## config.mk

```make
export PLATFORM = sky130hd
export DESIGN_NAME = cart_mapper
export DESIGN_NICKNAME = d
export VERILOG_FILES = /design/src/rtl/cart_mapper_pkg.sv /design/src/rtl/mapper_bank_regs.sv /design/src/rtl/mapper_xlate.sv /design/src/rtl/mapper_access_fsm.sv /design/src/rtl/cart_mapper.sv
export SDC_FILE = /design/constraint.sdc
export NUM_CORES = 1
export LEC_CHECK = 0
export BUFFER_PORTS_ARGS = -buffer_cell sky130_fd_sc_hd__buf_2
export CORE_AREA = 2 2 75 91
export DETAILED_ROUTE_END_ITERATION = 16
export DIE_AREA = 0 0 77 93
export PLACE_DENSITY = 0.74
export SETUP_SLACK_MARGIN = 0.05
export SLEW_MARGIN = 15
export SYNTH_ARGS = -nofsm -noshare
export SYNTH_HDL_FRONTEND = slang
export SYNTH_SLANG_ARGS = --single-unit
```

## constraint.sdc

```tcl
create_clock -name clk -period 4.2 [get_ports clk]
set_clock_uncertainty 0.15 [all_clocks]
set_input_delay 1.26 -clock clk [delete_from_list [all_inputs] [get_ports clk]]
set_output_delay 1.26 -clock clk [all_outputs]
set_load 0.005 [all_outputs]
```

## src/rtl/cart_mapper_pkg.sv

```systemverilog
package cart_mapper_pkg;

    typedef enum logic [2:0] {
        ACC_IDLE,
        ACC_ROM,
        ACC_RAM,
        ACC_FILL,
        ACC_RAMWR
    } acc_state_t;

    typedef enum logic [1:0] {
        RC_ROM,
        RC_RAM,
        RC_FILL
    } rd_class_t;

    localparam logic [7:0] FILL_BYTE  = 8'hFF;
    localparam logic [7:0] RAM_EN_KEY = 8'h0A;
    localparam logic [2:0] RAM_WIN_TAG = 3'b101;

endpackage

```

## src/rtl/mapper_bank_regs.sv

```systemverilog
module mapper_bank_regs #(
    parameter int DW         = 8,
    parameter int ROM_BANK_W = 9,
    parameter int RAM_BANK_W = 4
) (
    input  logic                  clk,
    input  logic                  rst_n,
    input  logic                  wr_en,
    input  logic [3:0]            reg_sel,
    input  logic [DW-1:0]         wdata,
    output logic [ROM_BANK_W-1:0] rom_bank,
    output logic [RAM_BANK_W-1:0] ram_bank,
    output logic                  ram_en
);
    import cart_mapper_pkg::*;

    localparam int HI_W = ROM_BANK_W - DW;

    always_ff @(posedge clk) begin
        if (!rst_n) begin
            rom_bank <= ROM_BANK_W'(1);
            ram_bank <= '0;
            ram_en   <= 1'b0;
        end else if (wr_en) begin
            unique case (reg_sel)
                4'h0, 4'h1: ram_en <= (wdata == RAM_EN_KEY);
                4'h2:       rom_bank[DW-1:0] <= wdata;
                4'h3:       rom_bank[ROM_BANK_W-1:DW] <= wdata[HI_W-1:0];
                4'h4, 4'h5: ram_bank <= wdata[RAM_BANK_W-1:0];
                default: ;
            endcase
        end
    end

endmodule

```

## src/rtl/mapper_xlate.sv

```systemverilog
module mapper_xlate #(
    parameter int ROM_BANK_W = 9,
    parameter int RAM_BANK_W = 4,
    parameter int ROM_WIN_W  = 14,
    parameter int RAM_WIN_W  = 13,
    parameter int SZ_W       = 4,
    parameter int ROM_AW     = ROM_BANK_W + ROM_WIN_W,
    parameter int RAM_AW     = RAM_BANK_W + RAM_WIN_W
) (
    input  logic [15:0]           cpu_addr,
    input  logic [ROM_BANK_W-1:0] rom_bank,
    input  logic [RAM_BANK_W-1:0] ram_bank,
    input  logic                  ram_en,
    input  logic [SZ_W-1:0]       rom_size_code,
    input  logic [RAM_BANK_W:0]   ram_banks,
    input  logic                  ram_present,
    output cart_mapper_pkg::rd_class_t rd_class,
    output logic                  ram_ok,
    output logic [ROM_AW-1:0]     rom_addr_nx,
    output logic [RAM_AW-1:0]     ram_addr_nx
);
    import cart_mapper_pkg::*;

    logic [ROM_BANK_W-1:0] keep_mask;
    logic                  rom_in_range;
    logic                  in_ram_win;

    // bank bit i exists when i <= size code
    for (genvar i = 0; i < ROM_BANK_W; i++) begin : g_mask
        assign keep_mask[i] = (SZ_W'(i) <= rom_size_code);
    end

    assign rom_in_range = ((rom_bank & ~keep_mask) == '0);
    assign in_ram_win   = (cpu_addr[15:13] == RAM_WIN_TAG);
    assign ram_ok       = ram_present && ram_en && ({1'b0, ram_bank} < ram_banks);
    assign ram_addr_nx  = {ram_bank, cpu_addr[RAM_WIN_W-1:0]};

    always_comb begin
        rom_addr_nx = {ROM_BANK_W'(0), cpu_addr[ROM_WIN_W-1:0]};
        rd_class    = RC_FILL;
        if (cpu_addr[15:14] == 2'b00) begin
            rd_class = RC_ROM;
        end else if (cpu_addr[15:14] == 2'b01) begin
            rom_addr_nx = {rom_bank, cpu_addr[ROM_WIN_W-1:0]};
            rd_class    = rom_in_range ? RC_ROM : RC_FILL;
        end else if (in_ram_win) begin
            rd_class = ram_ok ? RC_RAM : RC_FILL;
        end
    end

endmodule

```

## src/rtl/mapper_access_fsm.sv

```systemverilog
module mapper_access_fsm #(
    parameter int DW     = 8,
    parameter int ROM_AW = 23,
    parameter int RAM_AW = 17
) (
    input  logic              clk,
    input  logic              rst_n,
    input  logic              cpu_rd,
    input  logic              cpu_wr,
    input  logic              ram_win_wr,
    input  cart_mapper_pkg::rd_class_t rd_class,
    input  logic              ram_ok,
    input  logic [ROM_AW-1:0] rom_addr_nx,
    input  logic [RAM_AW-1:0] ram_addr_nx,
    input  logic [DW-1:0]     cpu_wdata,
    input  logic [DW-1:0]     rom_rdata,
    input  logic [DW-1:0]     ram_rdata,
    output logic [ROM_AW-1:0] rom_addr,
    output logic [RAM_AW-1:0] ram_addr,
    output logic              ram_we,
    output logic [DW-1:0]     ram_wdata,
    output logic              rd_valid,
    output logic [DW-1:0]     rd_data
);
    import cart_mapper_pkg::*;

    acc_state_t state, state_nx;

    always_comb begin
        state_nx = ACC_IDLE;
        if (cpu_wr) begin
            state_nx = (ram_win_wr && ram_ok) ? ACC_RAMWR : ACC_IDLE;
        end else if (cpu_rd) begin
            unique case (rd_class)
                RC_ROM:  state_nx = ACC_ROM;
                RC_RAM:  state_nx = ACC_RAM;
                default: state_nx = ACC_FILL;
            endcase
        end
    end

    always_ff @(posedge clk) begin
        if (!rst_n) begin
            state <= ACC_IDLE;
        end else begin
            state <= state_nx;
        end
    end

    always_ff @(posedge clk) begin
        if (!rst_n) begin
            rom_addr  <= '0;
            ram_addr  <= '0;
            ram_wdata <= '0;
        end else begin
            if (cpu_rd && !cpu_wr) begin
                rom_addr <= rom_addr_nx;
            end
            if (cpu_rd || cpu_wr) begin
                ram_addr <= ram_addr_nx;
            end
            if (cpu_wr) begin
                ram_wdata <= cpu_wdata;
            end
        end
    end

    always_comb begin
        ram_we   = 1'b0;
        rd_valid = 1'b0;
        rd_data  = FILL_BYTE;
        unique case (state)
            ACC_ROM: begin
                rd_valid = 1'b1;
                rd_data  = rom_rdata;
            end
            ACC_RAM: begin
                rd_valid = 1'b1;
                rd_data  = ram_rdata;
            end
            ACC_FILL:  rd_valid = 1'b1;
            ACC_RAMWR: ram_we = 1'b1;
            default: ;
        endcase
    end

endmodule

```

## src/rtl/cart_mapper.sv

```systemverilog
module cart_mapper #(
    parameter int DW         = 8,
    parameter int ROM_BANK_W = 9,
    parameter int RAM_BANK_W = 4,
    parameter int ROM_WIN_W  = 14,
    parameter int RAM_WIN_W  = 13,
    parameter int SZ_W       = $clog2(ROM_BANK_W + 1),
    parameter int ROM_AW     = ROM_BANK_W + ROM_WIN_W,
    parameter int RAM_AW     = RAM_BANK_W + RAM_WIN_W
) (
    input  logic              clk,
    input  logic              rst_n,
    input  logic [15:0]       cpu_addr,
    input  logic              cpu_wr,
    input  logic              cpu_rd,
    input  logic [DW-1:0]     cpu_wdata,
    input  logic [SZ_W-1:0]   rom_size_code,
    input  logic [RAM_BANK_W:0] ram_banks,
    input  logic              ram_present,
    output logic [ROM_AW-1:0] rom_addr,
    input  logic [DW-1:0]     rom_rdata,
    output logic [RAM_AW-1:0] ram_addr,
    input  logic [DW-1:0]     ram_rdata,
    output logic              ram_we,
    output logic [DW-1:0]     ram_wdata,
    output logic              rd_valid,
    output logic [DW-1:0]     rd_data
);
    import cart_mapper_pkg::*;

    logic [ROM_BANK_W-1:0] rom_bank;
    logic [RAM_BANK_W-1:0] ram_bank;
    logic                  ram_en;
    rd_class_t             rd_class;
    logic                  ram_ok;
    logic [ROM_AW-1:0]     rom_addr_nx;
    logic [RAM_AW-1:0]     ram_addr_nx;
    logic                  ram_win_wr;

    assign ram_win_wr = (cpu_addr[15:13] == RAM_WIN_TAG);

    mapper_bank_regs #(
        .DW(DW), .ROM_BANK_W(ROM_BANK_W), .RAM_BANK_W(RAM_BANK_W)
    ) u_regs (
        .clk      (clk),
        .rst_n    (rst_n),
        .wr_en    (cpu_wr),
        .reg_sel  (cpu_addr[15:12]),
        .wdata    (cpu_wdata),
        .rom_bank (rom_bank),
        .ram_bank (ram_bank),
        .ram_en   (ram_en)
    );

    mapper_xlate #(
        .ROM_BANK_W(ROM_BANK_W), .RAM_BANK_W(RAM_BANK_W),
        .ROM_WIN_W(ROM_WIN_W), .RAM_WIN_W(RAM_WIN_W), .SZ_W(SZ_W),
        .ROM_AW(ROM_AW), .RAM_AW(RAM_AW)
    ) u_xlate (
        .cpu_addr      (cpu_addr),
        .rom_bank      (rom_bank),
        .ram_bank      (ram_bank),
        .ram_en        (ram_en),
        .rom_size_code (rom_size_code),
        .ram_banks     (ram_banks),
        .ram_present   (ram_present),
        .rd_class      (rd_class),
        .ram_ok        (ram_ok),
        .rom_addr_nx   (rom_addr_nx),
        .ram_addr_nx   (ram_addr_nx)
    );

    mapper_access_fsm #(
        .DW(DW), .ROM_AW(ROM_AW), .RAM_AW(RAM_AW)
    ) u_fsm (
        .clk         (clk),
        .rst_n       (rst_n),
        .cpu_rd      (cpu_rd),
        .cpu_wr      (cpu_wr),
        .ram_win_wr  (ram_win_wr),
        .rd_class    (rd_class),
        .ram_ok      (ram_ok),
        .rom_addr_nx (rom_addr_nx),
        .ram_addr_nx (ram_addr_nx),
        .cpu_wdata   (cpu_wdata),
        .rom_rdata   (rom_rdata),
        .ram_rdata   (ram_rdata),
        .rom_addr    (rom_addr),
        .ram_addr    (ram_addr),
        .ram_we      (ram_we),
        .ram_wdata   (ram_wdata),
        .rd_valid    (rd_valid),
        .rd_data     (rd_data)
    );

endmodule

```

==> flow_summary.yaml, run 1 <==
outcome:
  status: "completed"
clocking:
  cts_sinks: 65
  cts_htree_levels: 3
  cts_inserted_buffers: 9
  cts_tree: "done"
  clk_pin_slew_ns: 0.06
  cts_hold_buf: 0
  clock_latency_ns: 0.33
  cts_resized: 0
  cts_root_buffer: "clkbuf_8"
  cts.path.max_buffers: 2
  cts_setup_buffers: 0
sta:
  rsz0062_at_grt: "false"
  fmax_ghz: 0.317
  layout_min_cycle_time_ns: 3.16
  worst_pin_slew_ns: 0.695
  setup_violations: 0
  slew_violations: 0
  hold_violations: 0
  finalWorstSetupSlack_ns: 1.04
  period_share_pct: 75.1
  hold_slack_ns: 0.308
  setup_tns_ns: 0
  slew-limit-headroom_pct: 53.6
global_route:
  grt_usage_pct: 19.1
  grt_max_degree: 39
  grt_pass1_vias: 2297
  antenna_found_initial: 0
  grt_pass1_wl_mm: 10.8
  gr-total-overflow: 0
cells_and_area:
  num_antenna_cells: 0
  layout-drive-gt1-share_pct: 32.8
  num-nets-final: 467
  fin_util_pct: 56.4
  area_growth_pct: 28.0
  nFillCells: 607
worst_setup_path:
  endpoint_kind: "output pin"
  critPathKind: "primary input to output pin"
  crit_arrival_ns: 1.75
  crit_fanout: 1
  r2r-end: "u_fsm.state[0]"
  rrSetupSlack_ns: 2.77
  timing.rr.start: "u_regs.ram_bank[1]"
  r2r_cells: 4
  cp-start-kind: "primary input"
  critPathRequiredTime_ns: 2.79
  crit_start: "ram_rdata[2]"
drt:
  drc_errors: 0
  first_pass_iters: 4
  drt_iter0_drc: 97
  routed_via_density: 4.88
  final_antenna_net_count: 0
  drt-total-wl_mm: 6.68
  dr_total_vias: 2442
  wire_per_inst_um: 13.4
logic_synthesis:
  ys_async_sr_fraction_pct: 0
  synth_edf_count: 0
  ys_types: 34
  synth_nets: 362
  ys.flop_type: "dfxtp_1"
  yosysWarnings: 0
  syn_avg_cell_area_um2: 9.14
  yosysSeqAreaShare_pct: 46.7
  synth-seq-cells: 65
  synthCells: 305
  synthesis.area_um2: 2790
worst_hold_path:
  hold_class: "flop to flop"
  hold_end: "u_fsm.ram_addr[6]"
  hp-start: "u_fsm.ram_addr[6]"
  whs_path_depth: 2
power_and_ir_drop:
  leakagePower_nw: 1.58
  p_per_area_nw_per_um2: 363
  total_power_mw: 1.30
  ir_worst_vdd_uv: 196
die:
  rows: 32
  io_pins: 112
  fp.dieH_um: 93
  die_w_um: 77
  initial_core_util_pct: 44.1
  die-area_um2: 7160
  coreArea_um2: 6330
place:
  dpl.hpwl_mm: 4.91
  gp_congestion: 0.816
  io_buffers: 111
  pre_cts_ws_ns: 1.06
job:
  cap_violations: 0
-- per-stage QoR --
step	std cells	cell area, µm²
final	500	3570
after global routing	500	3570
after CTS	500	3570
after detailed placement	484	3370
after global placement	484	3370
after floorplan	305	2790
-- cell usage in the layout, fill, tap and decap left out --
master	netlist	final
clkbuf_8	0	10
buf_4	2	5
or2_2	1	1
dfxtp_1	65	65
a32o_1	1	1
nor3_1	2	2
bufinv_16	0	1
and3_1	2	2
o211ai_1	3	3
nand2b_1	13	13
a22oi_1	9	9
o22ai_1	8	8
or4_1	1	1
nand2_1	64	64
nor3b_4	1	1
buf_2	5	111
nor4b_2	0	1
a21boi_0	30	30
nand4bb_1	1	1
o21bai_1	3	3
nor2b_1	34	34
inv_1	4	4
a21oi_1	4	4
a21boi_1	1	1
a211oi_1	1	1
nor2_1	5	5
ha_1	3	3
clkinv_2	0	4
clkinvlp_4	0	1
or4bb_1	1	1
or4b_1	1	1
mux2i_1	21	21
nor2_2	1	1
nor4bb_1	1	1
and2_1	1	1
-- critical path, cell delays in order --
cell,delay (ns)
buf_2,0.10
o22ai_1,0.18
nand2b_1,0.08
buf_2,0.12
-- where the power goes --
part / internal, mW / switching (mW)
sequential: 0.638 / 0.0109
clock: 0.286 / 0.228
combinational: 0.0660 / 0.0685
-- registers in the layout, indices dropped and copies added, names as in the netlist --
register         flops
u_fsm.ram_addr      17
u_fsm.ram_wdata      8
u_fsm.rom_addr      23
u_fsm.state          3
u_regs.ram_bank      4
u_regs.ram_en        1
u_regs.rom_bank      9
-- cells in the mapped netlist, types with 2 or more instances --
cell | count | share of area, %
a21boi_0 | 30 | 8.1
a21oi_1 | 4 | 0.72
a22oi_1 | 9 | 2.4
and3_1 | 2 | 0.45
buf_2 | 5 | 0.90
buf_4 | 2 | 0.54
buf_6 | 3 | 1.2
clkbuf_1 | 11 | 1.5
dfxtp_1 | 65 | 47
ha_1 | 3 | 1.3
inv_1 | 4 | 0.54
mux2i_1 | 21 | 7.5
nand2_1 | 64 | 8.6
nand2b_1 | 13 | 2.9
nor2_1 | 5 | 0.67
nor2b_1 | 34 | 7.6
nor3_1 | 2 | 0.36
o211ai_1 | 3 | 0.81
o21bai_1 | 3 | 0.81
o22ai_1 | 8 | 1.8
-- cell families after synthesis --
logic type / synth area share [%]
flip-flops: 46.7
adder cells (fa/ha/maj): 1.35
AO/OA/AOI/OAI: 15.5
buffers and inverters: 4.84
AND/OR/NAND/NOR: 24.1
multiplexers: 7.54
-- layer usage --
metal	global-route usage, %	vias up	wire length [µm]
li1	-	1231	-
met1	22.4	1107	2790
met2	32.7	93	3330
met3	5.50	11	459
met4	8.33	0	105
met5	0	-	0
-- layout make-up --
class	instances	area, µm²	area share [%]
Tap cell	85	106	2.98
Sequential cell	65	1300	36.5
Multi-Input combinational cell	214	1360	38.1
Inverter	4	15.0	0.421
Clock inverter	6	57.6	1.61
Clock buffer	10	138	3.86
Timing Repair Buffer	116	593	16.6
-- worst max-delay path by stage --
stage                       to  slack (ns)  depth (start not counted)
global placement    rd_data[6]        1.09                          4
floorplan           rd_data[0]        1.32                          2
CTS                 rd_data[2]        1.06                          4
global route        rd_data[2]        1.04                          4
finish              rd_data[2]        1.04                          4
detailed placement  rd_data[2]        1.06                          4
Power figures use the tool's default switching activity.
==> run 2: changes to the inputs <==
Settings changed: CORE_AREA 2 2 75 91 to 2 2 77 94, DIE_AREA 0 0 77 93 to 0 0 79 96, PLACE_DENSITY 0.74 to 0.73.
Clock period 4.2 ns to 2.77 ns, I/O delays scaled along.
==> run 2 against run 1 <==
- combinational power is 55% higher
- total power rose by 62%
- design area grew 2.1%
- non-clock buffer count grew 5
- global-route usage fell by 0.80 points
- count of clock-buffer cells in the layout is 1 higher
- hold slack about the same
- register-to-register slack worse by 1.4 ns
- clock power grew 76%
- critical path type is now flop to output pin
- critical endpoint is now rd_data[4]
- largest cell class unchanged
- largest power group unchanged
==> flow_summary.yaml, run 2 (synthesis results as in run 1) <==
outcome:
  status: "completed"
power_and_ir_drop:
  p_per_area_nw_per_um2: 576
  leakagePower_nw: 1.62
  ir_worst_vdd_uv: 325
  total_power_mw: 2.10
cells_and_area:
  final_common_cell: "buf_2"
  area_growth_pct: 30.6
  nFillCells: 647
  finalNonFillerCells: 507
  num_antenna_cells: 0
  regMostFlops: "u_fsm.rom_addr"
  layout-drive-gt1-share_pct: 33.6
  reg_top3: "u_fsm.rom_addr (23), u_fsm.ram_addr (17), u_regs.rom_bank (9)"
  final_cell_mix: "buf_2, dfxtp_1, nand2_1"
  num-nets-final: 472
  largest_reg_flops: 23
  fin_util_pct: 54.5
sta:
  rsz0062_at_grt: "false"
  hold_violations: 0
  setup_tns_ns: 0
  layout_min_cycle_time_ns: 2.29
  slew-limit-headroom_pct: 74.0
  fmax_ghz: 0.437
  setup_violations: 0
  slew_violations: 0
  period_share_pct: 82.6
  worst_pin_slew_ns: 0.389
global_route:
  grt_pass1_vias: 2368
  antenna_found_initial: 0
  gr-total-overflow: 0
  grt_pass1_wl_mm: 10.7
  grt_usage_pct: 18.3
  grt_max_degree: 25
worst_setup_path:
  crit_fanout: 8
  cp-start-kind: "flop"
  endpoint_kind: "output pin"
  crit_arrival_ns: 1.31
  critPathKind: "flop to output pin"
  critPathRequiredTime_ns: 1.79
clocking:
  cts_tree: "done"
  cts_htree_levels: 3
  cts_sinks: 65
  cts_setup_buffers: 0
  cts_hold_buf: 0
  cts_root_buffer: "clkbuf_8"
  cts_resized: 0
  clk_pin_slew_ns: 0.07
  cts.path.max_buffers: 2
  clock_latency_ns: 0.34
  cts_inserted_buffers: 9
place:
  dpl.cell_count: 491
  io_buffers: 111
  gp_congestion: 0.734
  dpl.hpwl_mm: 5.11
die:
  io_pins: 112
  die_w_um: 79
  initial_core_util_pct: 41.7
  fp.dieH_um: 96
  coreArea_um2: 6690
  rows: 33
  die-area_um2: 7580
drt:
  drt_iter0_drc: 70
  dr_total_vias: 2467
  wire_per_inst_um: 13.4
  final_antenna_net_count: 0
  routed_via_density: 4.87
  drt-total-wl_mm: 6.78
  first_pass_iters: 4
  drc_errors: 0
worst_hold_path:
  hold_class: "flop to flop"
job:
  cap_violations: 0
[run 2: changes by cell type in the layout (fill, tap and decap cells not counted), sizes merged]
cell / change
buf: +5
bufinv: +1
clkbuf: +1
clkinv: -2
[run 2: worst paths after layout]
check	cells past startpoint	endpoint	startpoint	slack, ns
worst min register to register	2	u_fsm.ram_addr[8]	u_fsm.ram_addr[8]	0.31
worst min-delay path	2	u_fsm.ram_addr[8]	u_fsm.ram_addr[8]	0.31
worst max register to register	4	u_fsm.state[0]	u_regs.ram_bank[1]	1.33
worst max-delay path	4	rd_data[4]	u_fsm.state[0]	0.48
[run 2: cell type report]
cell class | count | area [µm²] | share of cell area [%]
Multi-Input combinational cell | 214 | 1360 | 37.3
Sequential cell | 65 | 1300 | 35.7
Timing Repair Buffer | 121 | 631 | 17.3
Clock buffer | 11 | 151 | 4.16
Tap cell | 87 | 109 | 2.99
Clock inverter | 5 | 77.6 | 2.13
Inverter | 4 | 15.0 | 0.412
[run 2: critical path, cell delays in order (launching register included)]
cell and delay (ns):
dfxtp_1 0.32, nand2b_1 0.25, o22ai_1 0.21, nand2b_1 0.07, buf_2 0.12
[run 2: metal layers]
metal	up-vias	routed length [µm]	GRT usage [%]
met3	11	447	4.69
met2	81	3480	35.0
met5	-	0	0
met4	0	124	9.05
met1	1131	2730	18.3
li1	1244	-	-
[run 2: through the flow]
| stage | setup slack (ns) | hold slack [ns] | area, µm² |
|---|---|---|---|
| after global routing | 0.389 | 0.334 | 3640 |
| after floorplan | 0.743 | 0.293 | 2790 |
| after CTS | 0.473 | 0.311 | 3640 |
| final | 0.481 | 0.308 | 3640 |
| after global placement | 0.528 | 0.289 | 3410 |
| after detailed placement | 0.517 | 0.303 | 3410 |
[run 2: power by group]
group,leakage (nW),internal (mW),switching [mW]
sequential,0.531,0.968,0.0170
clock,0.115,0.552,0.354
combinational,0.977,0.104,0.104
total,1.62,1.62,0.475
==> run 3: changes to the inputs <==
Settings changed: ABC_AREA set to 1, CORE_AREA 2 2 77 94 to 2 2 72 88, DIE_AREA 0 0 79 96 to 0 0 74 90, PLACE_DENSITY 0.73 to 0.76.
Clock period 2.77 ns to 2.2 ns, I/O delays scaled along.
==> run 3 against run 2 <==
- the flow now finishes with violations (setup timing)
- critical path depth increased by 2
- design area shrank 4.1%
- synthesized cell count grew 15%
- first-iteration DRC count rose by 110%
- via count is 11% higher
- routed wire length up 2.0%
- die area decreased by 12%
- sequential power rose by 28%
==> flow_summary.yaml, run 3 <==
die:
  initial_core_util_pct: 44.8
  io_pins: 112
  die-area_um2: 6660
  die_w_um: 74
  coreArea_um2: 5860
  fp.dieH_um: 90
  rows: 31
sta:
  finalWorstSetupSlack_ns: -0.00168
  setup_violations: 1
  hold_slack_ns: 0.325
  slew_violations: 0
  layout_min_cycle_time_ns: 2.20
  fmax_ghz: 0.454
  hold_violations: 0
  period_share_pct: 100
  rsz0062_at_grt: "true"
  worst_pin_slew_ns: 0.451
  setup_tns_ns: -0.00168
  slew-limit-headroom_pct: 69.9
cells_and_area:
  area_growth_pct: 33.3
  finalNonFillerCells: 552
  final_cell_mix: "buf_2, nor2_1, dfxtp_1"
  final_common_cell: "buf_2"
  fin_area_um2: 3500
  reg_top3: "u_fsm.rom_addr (23), u_fsm.ram_addr (17), u_regs.rom_bank (9)"
  layout-drive-gt1-share_pct: 32.8
  num_antenna_cells: 0
  nFillCells: 559
  register_area_um2: 1310
  largest_reg_flops: 23
  multi_input_area_um2: 1200
  regMostFlops: "u_fsm.rom_addr"
  num-nets-final: 523
worst_hold_path:
  hold_class: "flop to flop"
  hold_end: "u_fsm.rom_addr[9]"
  hp-start: "u_fsm.rom_addr[9]"
  whs_path_depth: 2
drt:
  drc_errors: 0
  routed_via_density: 4.96
  drt-total-wl_mm: 6.91
  dr_total_vias: 2739
  final_antenna_net_count: 0
  first_pass_iters: 4
  wire_per_inst_um: 12.5
  drt_iter0_drc: 147
place:
  postPlaceCellArea_um2: 3250
  io_buffers: 111
  dpl.cell_count: 536
  gp_congestion: 0.796
  dpl.hpwl_mm: 5.01
power_and_ir_drop:
  p_seq_share_pct: 50.6
  power_frac_comb_pct: 12.2
  switching_share_pct: 24.8
  ir_worst_vdd_uv: 416
  p_int_mw: 1.88
  leakagePower_nw: 1.70
  pwr-share-clk_pct: 37.2
  p_switching_uw: 617
  p_per_area_nw_per_um2: 713
global_route:
  antenna_found_initial: 0
  grt_pass1_vias: 2527
  grt_max_degree: 31
  grt_pass1_wl_mm: 10.8
  gr-total-overflow: 0
  grt_usage_pct: 20.6
worst_setup_path:
  slowest_delay_ns: 0.38
  timing.rr.start: "u_regs.ram_bank[2]"
  worst-path-buf-inv: 3
  critPathRequiredTime_ns: 1.39
  r2r-end: "u_fsm.state[2]"
  crit_path_top_delay_cell: "dfxtp_4"
  cp-start-kind: "flop"
  cp_top_family: "flip-flops"
  rrSetupSlack_ns: 0.76
  crit_cells: 6
  crit_arrival_ns: 1.39
  cp_cell_sequence: "inv_4, nor3_4, buf_6, nand2_1, nand3_1, buf_2"
  crit_fanout: 8
  r2r_cells: 6
  endpoint_kind: "output pin"
  critPathKind: "flop to output pin"
logic_synthesis:
  synthTopCellsByCount: "nor2_1, dfxtp_1, nand2_1, o21ai_0, inv_1"
  ys.flop_type: "dfxtp_1"
  syn_avg_cell_area_um2: 7.45
  yosysSeqAreaShare_pct: 49.6
  synth_top_area_cell: "dfxtp_1"
  synth_edf_count: 0
  synthTopCellsByArea: "dfxtp_1, nor2_1, o21ai_0"
  synthesis.area_um2: 2620
  ys_async_sr_fraction_pct: 0
  ys_types: 26
  synth-seq-cells: 65
  yosysWarnings: 0
  synth_top_area_share_pct: 49.6
  synthCells: 352
  synth_nets: 409
  synth_most_common_cell: "nor2_1"
job:
  cap_violations: 0
clocking:
  cts_tree: "done"
  clock_latency_ns: 0.34
  cts.path.max_buffers: 2
  cts_root_buffer: "clkbuf_8"
  clk_pin_slew_ns: 0.06
  cts_inserted_buffers: 9
  cts_htree_levels: 3
  cts_hold_buf: 0
  cts_sinks: 65
outcome:
  status: "finished with violations"
  violations: "setup timing"
-- run 3: cell types whose count changed in the layout (fill, tap and decap cells not counted), sizes merged, moves of 8 or more --
cell,before,now
inv,4,25
nor2,6,98
a21oi,4,19
o21ai,0,47
o22ai,8,0
mux2i,21,0
nor2b,34,0
nand3,0,16
a21boi,31,0
nand2b,13,0
nand2,64,47
-- run 3: how the worst max path moves through the flow --
stage,start,to,slack [ns]
floorplan,u_fsm.state[0],rd_data[0],0.34
global placement,cpu_wr,u_fsm.state[0],0.25
detailed placement,cpu_wr,u_fsm.rom_addr[14],0.25
CTS,u_fsm.state[0],rd_data[2],0.04
global route,u_fsm.state[0],rd_data[1],-0.07
finish,u_fsm.state[0],rd_data[2],-0.002
-- run 3: timing repair --
action	4_1_cts	5_1_grt
endpoints found under the setup margin	8	8
pin swaps	0	5
gates cloned	0	0
setup buffers	0	1
resized for setup	3	18
hold endpoints to repair	0	0
-- run 3: routing by layer --
metal	track usage, %	share of wire [%]
met3	5.38	5.8
met4	9.85	2.0
met2	33.7	51
met1	24.6	41
met5	0	0
-- run 3: final cells by class --
cell class,count,share of cell area [%]
clock buffer,11,3.76
clock inverter,4,1.29
inverter,25,2.76
multi-input combinational,249,34.3
sequential,65,37.4
tap,82,2.93
timing repair buffer,116,17.5
-- run 3: stage by stage --
step / worst slack (ns) / util [%] / power (mW)
2_1_floorplan: 0.343 / - / 1.43
4_1_cts: 0.0441 / 58.6 / 2.51
6_report: -0.00168 / 59.7 / 2.49
5_1_grt: -0.0660 / 59.7 / 2.61
3_5_place_dp: 0.253 / 55.5 / 1.58
3_3_place_gp: 0.252 / 55.5 / 1.57
-- run 3: logic make-up (layout without fill, tap and decap cells) --
kind of cell	count (synthesis)	in the layout	synth area share, %
compound gates	76	76	15.5
simple gates	170	170	27.1
flops	65	65	49.6
buf+inv	38	156	6.35
fa+ha+maj	3	3	1.43
-- run 3: power by group through the flow --
stage	Sequential (mW)	Combinational, mW	Clock, mW
CTS	1.26	0.296	0.952
global route	1.27	0.343	1.01
global placement	1.29	0.285	0
finish	1.26	0.303	0.928
floorplan	1.29	0.140	0
detailed placement	1.29	0.293	0
-- run 3: worst reg2reg max path: stages, from the launching register on --
cell and delay (ns):
dfxtp_1 0.32, ha_1 0.29, nand2_1 0.06, inv_1 0.03
o21ai_0 0.14, o211ai_1 0.14, nor3_1 0.20
